<file path="src/rtl/reg_renamer.sv">
module reg_renamer #(
  parameter int NUM_ARCH = 8,
  parameter int NUM_PHYS = 24,
  localparam int AW = $clog2(NUM_ARCH),
  localparam int PW = $clog2(NUM_PHYS),
  localparam int FL_DEPTH = NUM_PHYS - NUM_ARCH,
  localparam int FW = $clog2(FL_DEPTH),
  localparam int CW = $clog2(FL_DEPTH + 1)
) (
  input  logic          clk,
  input  logic          rst_n,
  input  logic          in_valid,
  input  logic [AW-1:0] src_a,
  input  logic [AW-1:0] src_b,
  input  logic          dst_valid,
  input  logic [AW-1:0] dst,
  input  logic          rel_valid,
  input  logic [PW-1:0] rel_loc,
  output logic [PW-1:0] phys_a,
  output logic [PW-1:0] phys_b,
  output logic [PW-1:0] phys_dst,
  output logic [PW-1:0] prev_dst,
  output logic          stall
);

  logic [PW-1:0] map_q [NUM_ARCH];
  logic [PW-1:0] fl_q  [FL_DEPTH];
  logic [FW-1:0] head_q, tail_q;
  logic [CW-1:0] cnt_q;

  logic empty, alloc;

  assign empty    = (cnt_q == '0);
  assign stall    = in_valid & dst_valid & empty;
  assign alloc    = in_valid & dst_valid & ~empty;
  assign phys_a   = map_q[src_a];
  assign phys_b   = map_q[src_b];
  assign prev_dst = map_q[dst];
  assign phys_dst = fl_q[head_q];

  function automatic logic [FW-1:0] wrap_inc(input logic [FW-1:0] p);
    return (p == FW'(FL_DEPTH - 1)) ? '0 : p + 1'b1;
  endfunction

  always_ff @(posedge clk or negedge rst_n) begin
    if (!rst_n) begin
      for (int i = 0; i < NUM_ARCH; i++) map_q[i] <= PW'(i);
    end else if (alloc) begin
      map_q[dst] <= fl_q[head_q];
    end
  end

  always_ff @(posedge clk or negedge rst_n) begin
    if (!rst_n) begin
      for (int i = 0; i < FL_DEPTH; i++) fl_q[i] <= PW'(NUM_ARCH + i);
      head_q <= '0;
      tail_q <= '0;
      cnt_q  <= CW'(FL_DEPTH);
    end else begin
      if (alloc) head_q <= wrap_inc(head_q);
      if (rel_valid) begin
        fl_q[tail_q] <= rel_loc;
        tail_q       <= wrap_inc(tail_q);
      end
      if (alloc && !rel_valid)      cnt_q <= cnt_q - 1'b1;
      else if (!alloc && rel_valid) cnt_q <= cnt_q + 1'b1;
    end
  end

  a_r9_no_overflow: assert property (@(posedge clk) disable iff (!rst_n)
    rel_valid |-> (cnt_q < CW'(FL_DEPTH)) || alloc);

  a_r9_count_kept: assert property (@(posedge clk) disable iff (!rst_n)
    (alloc && rel_valid) |=> cnt_q == $past(cnt_q));

  a_r6_stall_no_take: assert property (@(posedge clk) disable iff (!rst_n)
    stall |=> head_q == $past(head_q));

  a_r7_no_dst_no_take: assert property (@(posedge clk) disable iff (!rst_n)
    (in_valid && !dst_valid) |=> head_q == $past(head_q));

  a_r5_map_written: assert property (@(posedge clk) disable iff (!rst_n)
    alloc |=> map_q[$past(dst)] == $past(phys_dst));

  a_r3_fresh_dst: assert property (@(posedge clk) disable iff (!rst_n)
    alloc |-> (phys_dst != prev_dst));

  a_r2_count_bound: assert property (@(posedge clk) disable iff (!rst_n)
    cnt_q <= CW'(FL_DEPTH));

endmodule

</file>
<file path="config.mk">
export PLATFORM = sky130hd
export DESIGN_NAME = reg_renamer
export DESIGN_NICKNAME = d
export VERILOG_FILES = /design/src/rtl/reg_renamer.sv
export SDC_FILE = /design/constraint.sdc
export NUM_CORES = 1
export LEC_CHECK = 0
export ABC_AREA = 1
export BUFFER_PORTS_ARGS = -buffer_cell sky130_fd_sc_hd__buf_2
export CAP_MARGIN = 0
export CORE_MARGIN = 4
export CORE_UTILIZATION = 58
export CTS_CLUSTER_DIAMETER = 60
export CTS_CLUSTER_SIZE = 16
export DETAILED_ROUTE_END_ITERATION = 7
export PLACE_DENSITY = 0.76
export SYNTH_ARGS = -nofsm -noshare
export SYNTH_HDL_FRONTEND = slang
export SYNTH_SLANG_ARGS = --single-unit
</file>
<file path="constraint.sdc">
create_clock -name clk -period 2.6 [get_ports clk]
set_input_delay 0.13 -clock clk [delete_from_list [all_inputs] [get_ports clk]]
set_output_delay 0.13 -clock clk [all_outputs]
set_load 0.05 [all_outputs]
</file>
==> impl_metrics.tcl, run 1 <==
set metrics [dict create \
    fill_cells 1090 \
    cp.required_ns 2.47 \
    ys_warn_count 0 \
    finalHoldViolations 0 \
    ys_types 31 \
    hpwl_microns 12700 \
    status "complete, no violations" \
    clock-sinks 133 \
    diodes 0 \
    yosysSeqAreaShare 0.458 \
    cts-root-buf "clkbuf_16" \
    grt.overflow.total 0 \
    max-slew-margin-rel 0.550 \
    finalSetupTns_ns 0 \
    vias 6758 \
    io_pins 40 \
    cts_buffer_depth 2 \
    synth_nets 1061 \
    firstDrtPassIters 6 \
    vdd_drop_max_v 0.000758 \
    drt-initial-drc-count 760 \
    synthTopCellsByArea "dfrtp_1 27%, nand2_1 20%, dfstp_2 19%, o21ai_0 9.1%, inv_1 6.7%" \
    synth_area_per_cell_sq_um 7.18 \
    die_area_sq_mm 0.0147 \
    met2_usage 0.430 \
    cts_buffers 17 \
    multi_input_area_sq_mm 0.00327 \
    fin_nets 1098 \
    grt_pass1_vias 6396 \
    cp_slowest_cell "inv_1" \
    h-tree-depth 4 \
    final_common_cell "nand2_1" \
    slowest_delay_ns 0.38 \
    period_minus_slack_ns 2.30 \
    grt_usage 0.273 \
    maxCapViolCount 0 \
    hp-class "in2reg" \
    wl_per_cell_microns 14.9 \
    crit_fanout 14 \
    crit_chain "inv_1 -> buf_4 -> nand3_1 -> nand3_1 -> nand3_1 -> nand2_4 -> buf_2" \
    clkTransAtPathRegs_ns 0.05 \
    die_x_microns 121 \
    grt_max_degree 52 \
    antenna_found_initial 0 \
    slew_violations 0 \
    crit_family "buffers and inverters" \
    grt_first_pass_wirelength_microns 31600 \
    fin_crit_sh 0.883 \
    rsz0062_at_grt "no" \
    routed_wl_microns 18700 \
    post-place-cells 1218 \
    tightest_slew_ns 0.672 \
    cp_num_buf_inv 3 \
    remaining_drc_errors 0 \
    core_sq_mm 0.0126 \
    fin_cells 1255 \
    areaGrowthSynthToFinish_pct 12.6 \
    portBuffers 39 \
    postCtsSetupBuffers 0 \
    max_freq_ghz 0.436 \
    cts_tree "yes" \
    seqCellArea_sq_mm 0.00339 \
    netlist.area_leader.share 0.270 \
    yosys_register_bits 133 \
    power_density_mw_per_mm2 1310 \
    ant_nets 0 \
    utilization 0.664 \
    cp_common_cell "nand3_1" \
    grt_use_met3 0.0573 \
    use_met1 0.369 \
    clk_latency_ns 0.42 \
    crit_path_start_kind "flip-flop" \
    critPathArrivalTime_ns 2.17 \
    yosysTopAreaCell "dfrtp_1" \
    viasPerCell 5.38 \
    end_kind "output pin" \
    netlist_instances 1033 \
    setup_viol 0 \
    busiest_layer "met2" \
    final_layout_size_suffix_gt1_frac 0.149 \
    p_leak_nw 4.22 \
    clock_skew_ns 0.0108 \
    critical_path_class "reg2out" \
    die_y_microns 121 \
    start_util 0.590 \
    synth_area_sq_mm 0.00741 \
    finalWeightedCongestion 0.959 \
    rows 41 \
    layout_common_cells "390 x nand2_1, 135 x o21ai_0, 133 x inv_1" \
]
==> power breakdown <==
| group | internal (W) | switching (W) |
|---|---|---|
| registers | 0.00332 | 0.000696 |
| logic | 0.00136 | 0.00316 |
| clock network | 0.00153 | 0.000890 |
| total | 0.00620 | 0.00474 |
==> area by class of cell <==
class                      count  share of cell area
clock inverter                13              0.0189
inverter                     146              0.0662
timing repair buffer          52              0.0384
tap                          172              0.0258
clock buffer                  19              0.0530
multi-input combinational    720               0.391
sequential                   133               0.407
==> stage by stage <==
step                worst slack [ns]  total power (W)  cell area, sq um  hold slack [ns]
floorplan                      0.503          0.00732              7410           -0.166
global placement               0.487          0.00836              7700            0.111
detailed placement             0.461          0.00846              7700            0.118
CTS                            0.297           0.0109              8350          0.00397
global route                   0.198           0.0118              8350           0.0128
finish                         0.304           0.0109              8350          0.00358
==> path summary, 6_finish.rpt <==
kind                                         endpoint                   from  cells past startpoint  slack (ns)
worst max-delay path                      phys_dst[0]  head_q[1]$_DFFE_PN0P_                      7        0.30
worst min-delay path             fl_q[18]$_DFFE_PN0P_             rel_loc[3]                      3       0.004
worst max register to register   cnt_q[4]$_DFFE_PN1P_   cnt_q[4]$_DFFE_PN1P_                     14        0.42
worst min register to register  map_q[12]$_DFFE_PN1P_  map_q[12]$_DFFE_PN1P_                      2        0.47
max in group asynchronous        fl_q[70]$_DFFE_PN1P_                  rst_n                      3        1.61
min in group asynchronous        cnt_q[2]$_DFFE_PN0P_                  rst_n                      2        0.22
==> tightest hold or removal path, cell delays in order <==
cell and delay (ns):
buf_2 0.13, nand2_1 0.06, o21ai_0 0.06
==> kinds of logic after synthesis <==
logic type      synth area share
flops                      0.458
buf+inv                    0.102
compound gates             0.133
fa+ha+maj                 0.0152
simple gates               0.284
xor+xnor                 0.00827
==> sequential cells by signal (all words and copies together) (netlist names) <==
name	count
fl_q	80
map_q	40
cnt_q	5
head_q	4
tail_q	4
==> repair_timing <==
| item | 4_1_cts | 5_1_grt |
|---|---|---|
| hold endpoints to repair | 33 | 0 |
| hold buffers | 5 | 0 |
| gates resized for setup | 0 | 0 |
| setup endpoints to repair | 0 | 0 |
==> per-layer routing <==
layer	share of wire	vias to the layer above
met5	0	-
met4	0.027	0
met3	0.065	50
met2	0.47	254
met1	0.44	3126
li1	-	3328
==> Yosys cell counts <==
library cell,instances
ha_1,9
nor2_2,11
clkbuf_1,9
buf_2,16
o21ai_1,6
nand3_1,69
inv_1,133
buf_4,4
a21oi_1,33
o21bai_1,1
nand2_1,390
o2bb2ai_1,1
dfstp_2,53
nand3_2,1
nand2_4,5
nor2_1,29
o22ai_1,5
nand2_2,1
a31oi_1,4
inv_6,1
o211ai_1,3
a22oi_1,2
dfrtp_1,80
xnor2_1,2
clkinv_1,1
a21boi_0,1
o21ai_0,135
buf_6,5
inv_2,11
nand4_1,7
xor2_1,5
No activity file was read; power rests on OpenSTA's default activity.
==> run 2: changes to the inputs <==
CORE_MARGIN = 2   (was 4)
==> impl_metrics.tcl, run 2 (same netlist as run 1, synthesis figures left out) <==
set metrics [dict create \
    cp.required_ns 2.47 \
    cts_tree "yes" \
    max_freq_ghz 0.430 \
    wl_per_cell_microns 14.8 \
    clk_latency_ns 0.42 \
    tightest_slew_ns 0.676 \
    hp-class "in2reg" \
    h-tree-depth 4 \
    cts-resized-gates 0 \
    die_x_microns 117 \
    finalWeightedCongestion 0.952 \
    remaining_drc_errors 0 \
    rows 41 \
    grt_usage 0.291 \
    portBuffers 39 \
    ant_nets 0 \
    power_density_mw_per_mm2 1310 \
    layout_common_cells "390 x nand2_1, 135 x o21ai_0, 133 x inv_1" \
    setup_viol 0 \
    cts_hold_buffers 6 \
    rsz0062_at_grt "no" \
    grt_pass1_vias 6163 \
    r2r_slack_ns 0.37 \
    fin_nets 1097 \
    core_sq_mm 0.0126 \
    largest_reg_flops 80 \
    reg.largest.list "fl_q: 80 flops, map_q: 40 flops, cnt_q: 5 flops" \
    end_kind "output pin" \
    io_pins 40 \
    top_register "fl_q" \
    final_common_cell "nand2_1" \
    cts_buffers 17 \
    crit_fanout 25 \
    clkTransAtPathRegs_ns 0.06 \
    critical_path_class "reg2out" \
    cts-root-buf "clkbuf_16" \
    die_y_microns 117 \
    cts_buffer_depth 2 \
    routed_wl_microns 18500 \
    finalSetupTns_ns 0 \
    antenna_found_initial 0 \
    period_minus_slack_ns 2.33 \
    grt_max_degree 85 \
    hpwl_microns 12500 \
    firstDrtPassIters 5 \
    die_area_sq_mm 0.0137 \
    diodes 0 \
    slew_violations 0 \
    critPathArrivalTime_ns 2.20 \
    vias 6698 \
    finalHoldViolations 0 \
    power_w 0.0109 \
    clock-sinks 133 \
    utilization 0.663 \
    grt_first_pass_wirelength_microns 30600 \
    clock_skew_ns 0.00795 \
    crit_path_start_kind "flip-flop" \
    final_layout_size_suffix_gt1_frac 0.145 \
    viasPerCell 5.34 \
    max-slew-margin-rel 0.549 \
    drt-initial-drc-count 724 \
    areaGrowthSynthToFinish_pct 12.4 \
    grt.overflow.total 0 \
    status "complete, no violations" \
    vdd_drop_max_v 0.000638 \
    p_leak_nw 4.21 \
    postCtsSetupBuffers 0 \
    fin_crit_sh 0.895 \
    maxCapViolCount 0 \
    start_util 0.590 \
]
[run 2: layout make-up]
type | count | area (sq um)
timing repair buffer | 51 | 315
clock buffer | 24 | 492
clock inverter | 8 | 97.6
inverter | 146 | 553
multi-input combinational | 720 | 3270
fill | 1108 | 4240
tap | 172 | 215
sequential | 133 | 3390
[run 2: power breakdown]
group	total (W)	leakage, nW	internal [W]	switching (W)
clock	0.00238	0.282	0.00151	0.000874
sequential	0.00403	1.56	0.00332	0.000706
combinational	0.00453	2.37	0.00135	0.00318
total	0.0109	4.21	0.00617	0.00476
[run 2: through the flow]
stage | cells | hold slack [ns] | area [sq um] | setup slack, ns
global placement | 1216 | 0.196 | 7680 | 0.463
finish | 1254 | 0.101 | 8330 | 0.273
global route | 1254 | 0.117 | 8330 | 0.0991
floorplan | 1033 | -0.166 | 7410 | 0.503
detailed placement | 1216 | 0.198 | 7680 | 0.427
CTS | 1254 | 0.0773 | 8330 | 0.259
[run 2: routing by layer]
layer / GRT usage / part of all wire / vias up
li1: - / - / 3322
met1: 0.395 / 0.45 / 3092
met2: 0.462 / 0.46 / 244
met3: 0.0597 / 0.060 / 40
met4: 0.116 / 0.021 / 0
met5: 0 / 0 / -
[run 2: critical path: stages (launching register included)]
cell     delay [ns]
dfrtp_1        0.45
buf_4          0.34
nand2_1        0.09
nand2_1        0.09
nand2_1        0.06
nand3_1        0.11
nand3_1        0.14
nand2_4        0.19
buf_2          0.29
[run 2: worst paths after layout]
path	start	depth (start not counted)	to
worst max-delay path	head_q[0]$_DFFE_PN0P_	8	phys_dst[3]
worst min-delay path	rel_valid	3	tail_q[1]$_DFFE_PN0P_
worst max register to register	cnt_q[4]$_DFFE_PN1P_	14	cnt_q[4]$_DFFE_PN1P_
worst min register to register	map_q[12]$_DFFE_PN1P_	2	map_q[12]$_DFFE_PN1P_
max in group asynchronous	rst_n	3	fl_q[78]$_DFFE_PN1P_
min in group asynchronous	rst_n	3	fl_q[27]$_DFFE_PN0P_
==> run 3: changes to the inputs <==
MAX_ROUTING_LAYER = met4   (was unset)
==> impl_metrics.tcl, run 3 (same netlist as run 1, synthesis figures left out) <==
set metrics [dict create \
    crit_chain "inv_1 -> nand3_1 -> nand2_1 -> nand2_1 -> nand2_1 -> inv_2 -> nand2_4 -> buf_2" \
    max-slew-margin-rel 0.526 \
    ant_nets 0 \
    finalSetupTns_ns 0 \
    remaining_drc_errors 0 \
    io_pins 40 \
    cts-resized-gates 0 \
    finalHoldViolations 0 \
    min_to "fl_q[3]$_DFFE_PN0P_" \
    firstDrtPassIters 7 \
    crit_fanout 21 \
    clk_latency_ns 0.42 \
    period_minus_slack_ns 2.32 \
    fin_crit_sh 0.894 \
    met2_usage 0.462 \
    cts_buffers 17 \
    vdd_drop_max_v 0.000697 \
    routed_wl_microns 18600 \
    fill_cells 1125 \
    grt_usage 0.300 \
    antenna_found_initial 0 \
    status "complete, no violations" \
    die_x_microns 117 \
    p_leak_nw 4.24 \
    timing.rr.end "cnt_q[4]$_DFFE_PN1P_" \
    cp_common_cell "nand2_1" \
    rsz0062_at_grt "no" \
    portBuffers 39 \
    end_kind "output pin" \
    layout_common_cells "390 x nand2_1, 135 x o21ai_0, 133 x inv_1" \
    wl_per_cell_microns 14.8 \
    grt_pass1_vias 6151 \
    busiest_layer "met2" \
    max_freq_ghz 0.430 \
    pre_cts_ws_ns 0.443 \
    die_area_sq_mm 0.0137 \
    maxCapViolCount 0 \
    largest_reg_flops 80 \
    fin_nets 1097 \
    start_util 0.590 \
    top_register "fl_q" \
    areaGrowthSynthToFinish_pct 12.9 \
    die_y_microns 117 \
    h-tree-depth 4 \
    clock-sinks 133 \
    grt_use_met3 0.0644 \
    fin_hold_ws_ns 0.0207 \
    cp_slowest_cell "inv_1" \
    hpwl_microns 12500 \
    hp-class "in2reg" \
    reg2reg_from "cnt_q[4]$_DFFE_PN1P_" \
    setup_viol 0 \
    rr_worst_depth 14 \
    cts-root-buf "clkbuf_16" \
    cts_buffer_depth 2 \
    vias 6713 \
    clock_skew_ns 0.00916 \
    r2r_slack_ns 0.39 \
    critPathArrivalTime_ns 2.19 \
    grt_first_pass_wirelength_microns 30800 \
    drt-initial-drc-count 873 \
    finalWeightedCongestion 0.955 \
    crit_path_start_kind "flip-flop" \
    grt_max_degree 57 \
    slew_violations 0 \
    power_density_mw_per_mm2 1320 \
    use_met1 0.399 \
    diodes 0 \
    power_w 0.0111 \
    timing.final.ws_setup_ns 0.275 \
    rows 41 \
    final_layout_size_suffix_gt1_frac 0.147 \
    final_common_cell "nand2_1" \
    core_sq_mm 0.0126 \
    hold_start "rel_loc[3]" \
    reg.largest.list "fl_q: 80 flops, map_q: 40 flops, cnt_q: 5 flops" \
    cts_tree "yes" \
    viasPerCell 5.35 \
    critical_path_class "reg2out" \
    clkTransAtPathRegs_ns 0.06 \
    hold_path_depth 3 \
    slowest_delay_ns 0.49 \
    cp.required_ns 2.47 \
    grt.overflow.total 0 \
    tightest_slew_ns 0.712 \
]
## run 3: cell count changes in the layout (fill, tap and decap cells not counted)
cell           previous run  this run
clkbuf_8                  4         6
clkinvlp_4                3         1
buf_4                     6         7
bufinv_16                 2         3
clkbuf_1                  3         2
clkinv_2                  3         2
clkinv_4                  0         1
dlygate4sd3_1             6         5
## run 3: how the worst max path moves through the flow
stage,from,end,cells after the start
floorplan,cnt_q[4]$_DFFE_PN1P_,cnt_q[4]$_DFFE_PN1P_,14
global placement,cnt_q[4]$_DFFE_PN1P_,cnt_q[4]$_DFFE_PN1P_,14
detailed placement,cnt_q[4]$_DFFE_PN1P_,cnt_q[4]$_DFFE_PN1P_,14
CTS,head_q[1]$_DFFE_PN0P_,phys_dst[0],8
global route,head_q[1]$_DFFE_PN0P_,phys_dst[2],8
finish,head_q[1]$_DFFE_PN0P_,phys_dst[0],8
## run 3: metrics by stage
step | cells | instance area [sq um] | utilization
after floorplan | 1033 | 7410 | -
after global placement | 1217 | 7690 | 0.612
after detailed placement | 1217 | 7690 | 0.612
after CTS | 1254 | 8370 | 0.666
after global routing | 1254 | 8370 | 0.666
final | 1254 | 8370 | 0.666
## run 3: layout make-up
| type | instances | area [sq um] | share of cell area |
|---|---|---|---|
| multi-input combinational | 720 | 3270 | 0.390 |
| timing repair buffer | 51 | 313 | 0.0374 |
| sequential | 133 | 3390 | 0.405 |
| inverter | 146 | 553 | 0.0660 |
| clock buffer | 25 | 515 | 0.0616 |
| clock inverter | 7 | 116 | 0.0139 |
| tap | 172 | 215 | 0.0257 |
## run 3: per-layer routing
metal	share of wire	vias to the layer above
met5	0	-
met4	0.028	0
met3	0.048	49
met2	0.46	233
met1	0.46	3109
li1	-	3322
## run 3: timing repair
item / CTS / global route
hold buffers: 5 / 0
endpoints found under the setup margin: 0 / 0
setup buffers: 0 / 0
endpoints found under the hold margin: 40 / 0
## run 3: critical path: cells and delay by family, from the launching register on
kind	cells	cell delay [ns]
buffers and inverters	3	0.82
and+or+nand+nor	5	0.58
DFF	1	0.37
## run 3: power by group
| group | switching (W) | internal (W) |
|---|---|---|
| sequential | 0.000709 | 0.00332 |
| clock | 0.000870 | 0.00166 |
| combinational | 0.00318 | 0.00135 |
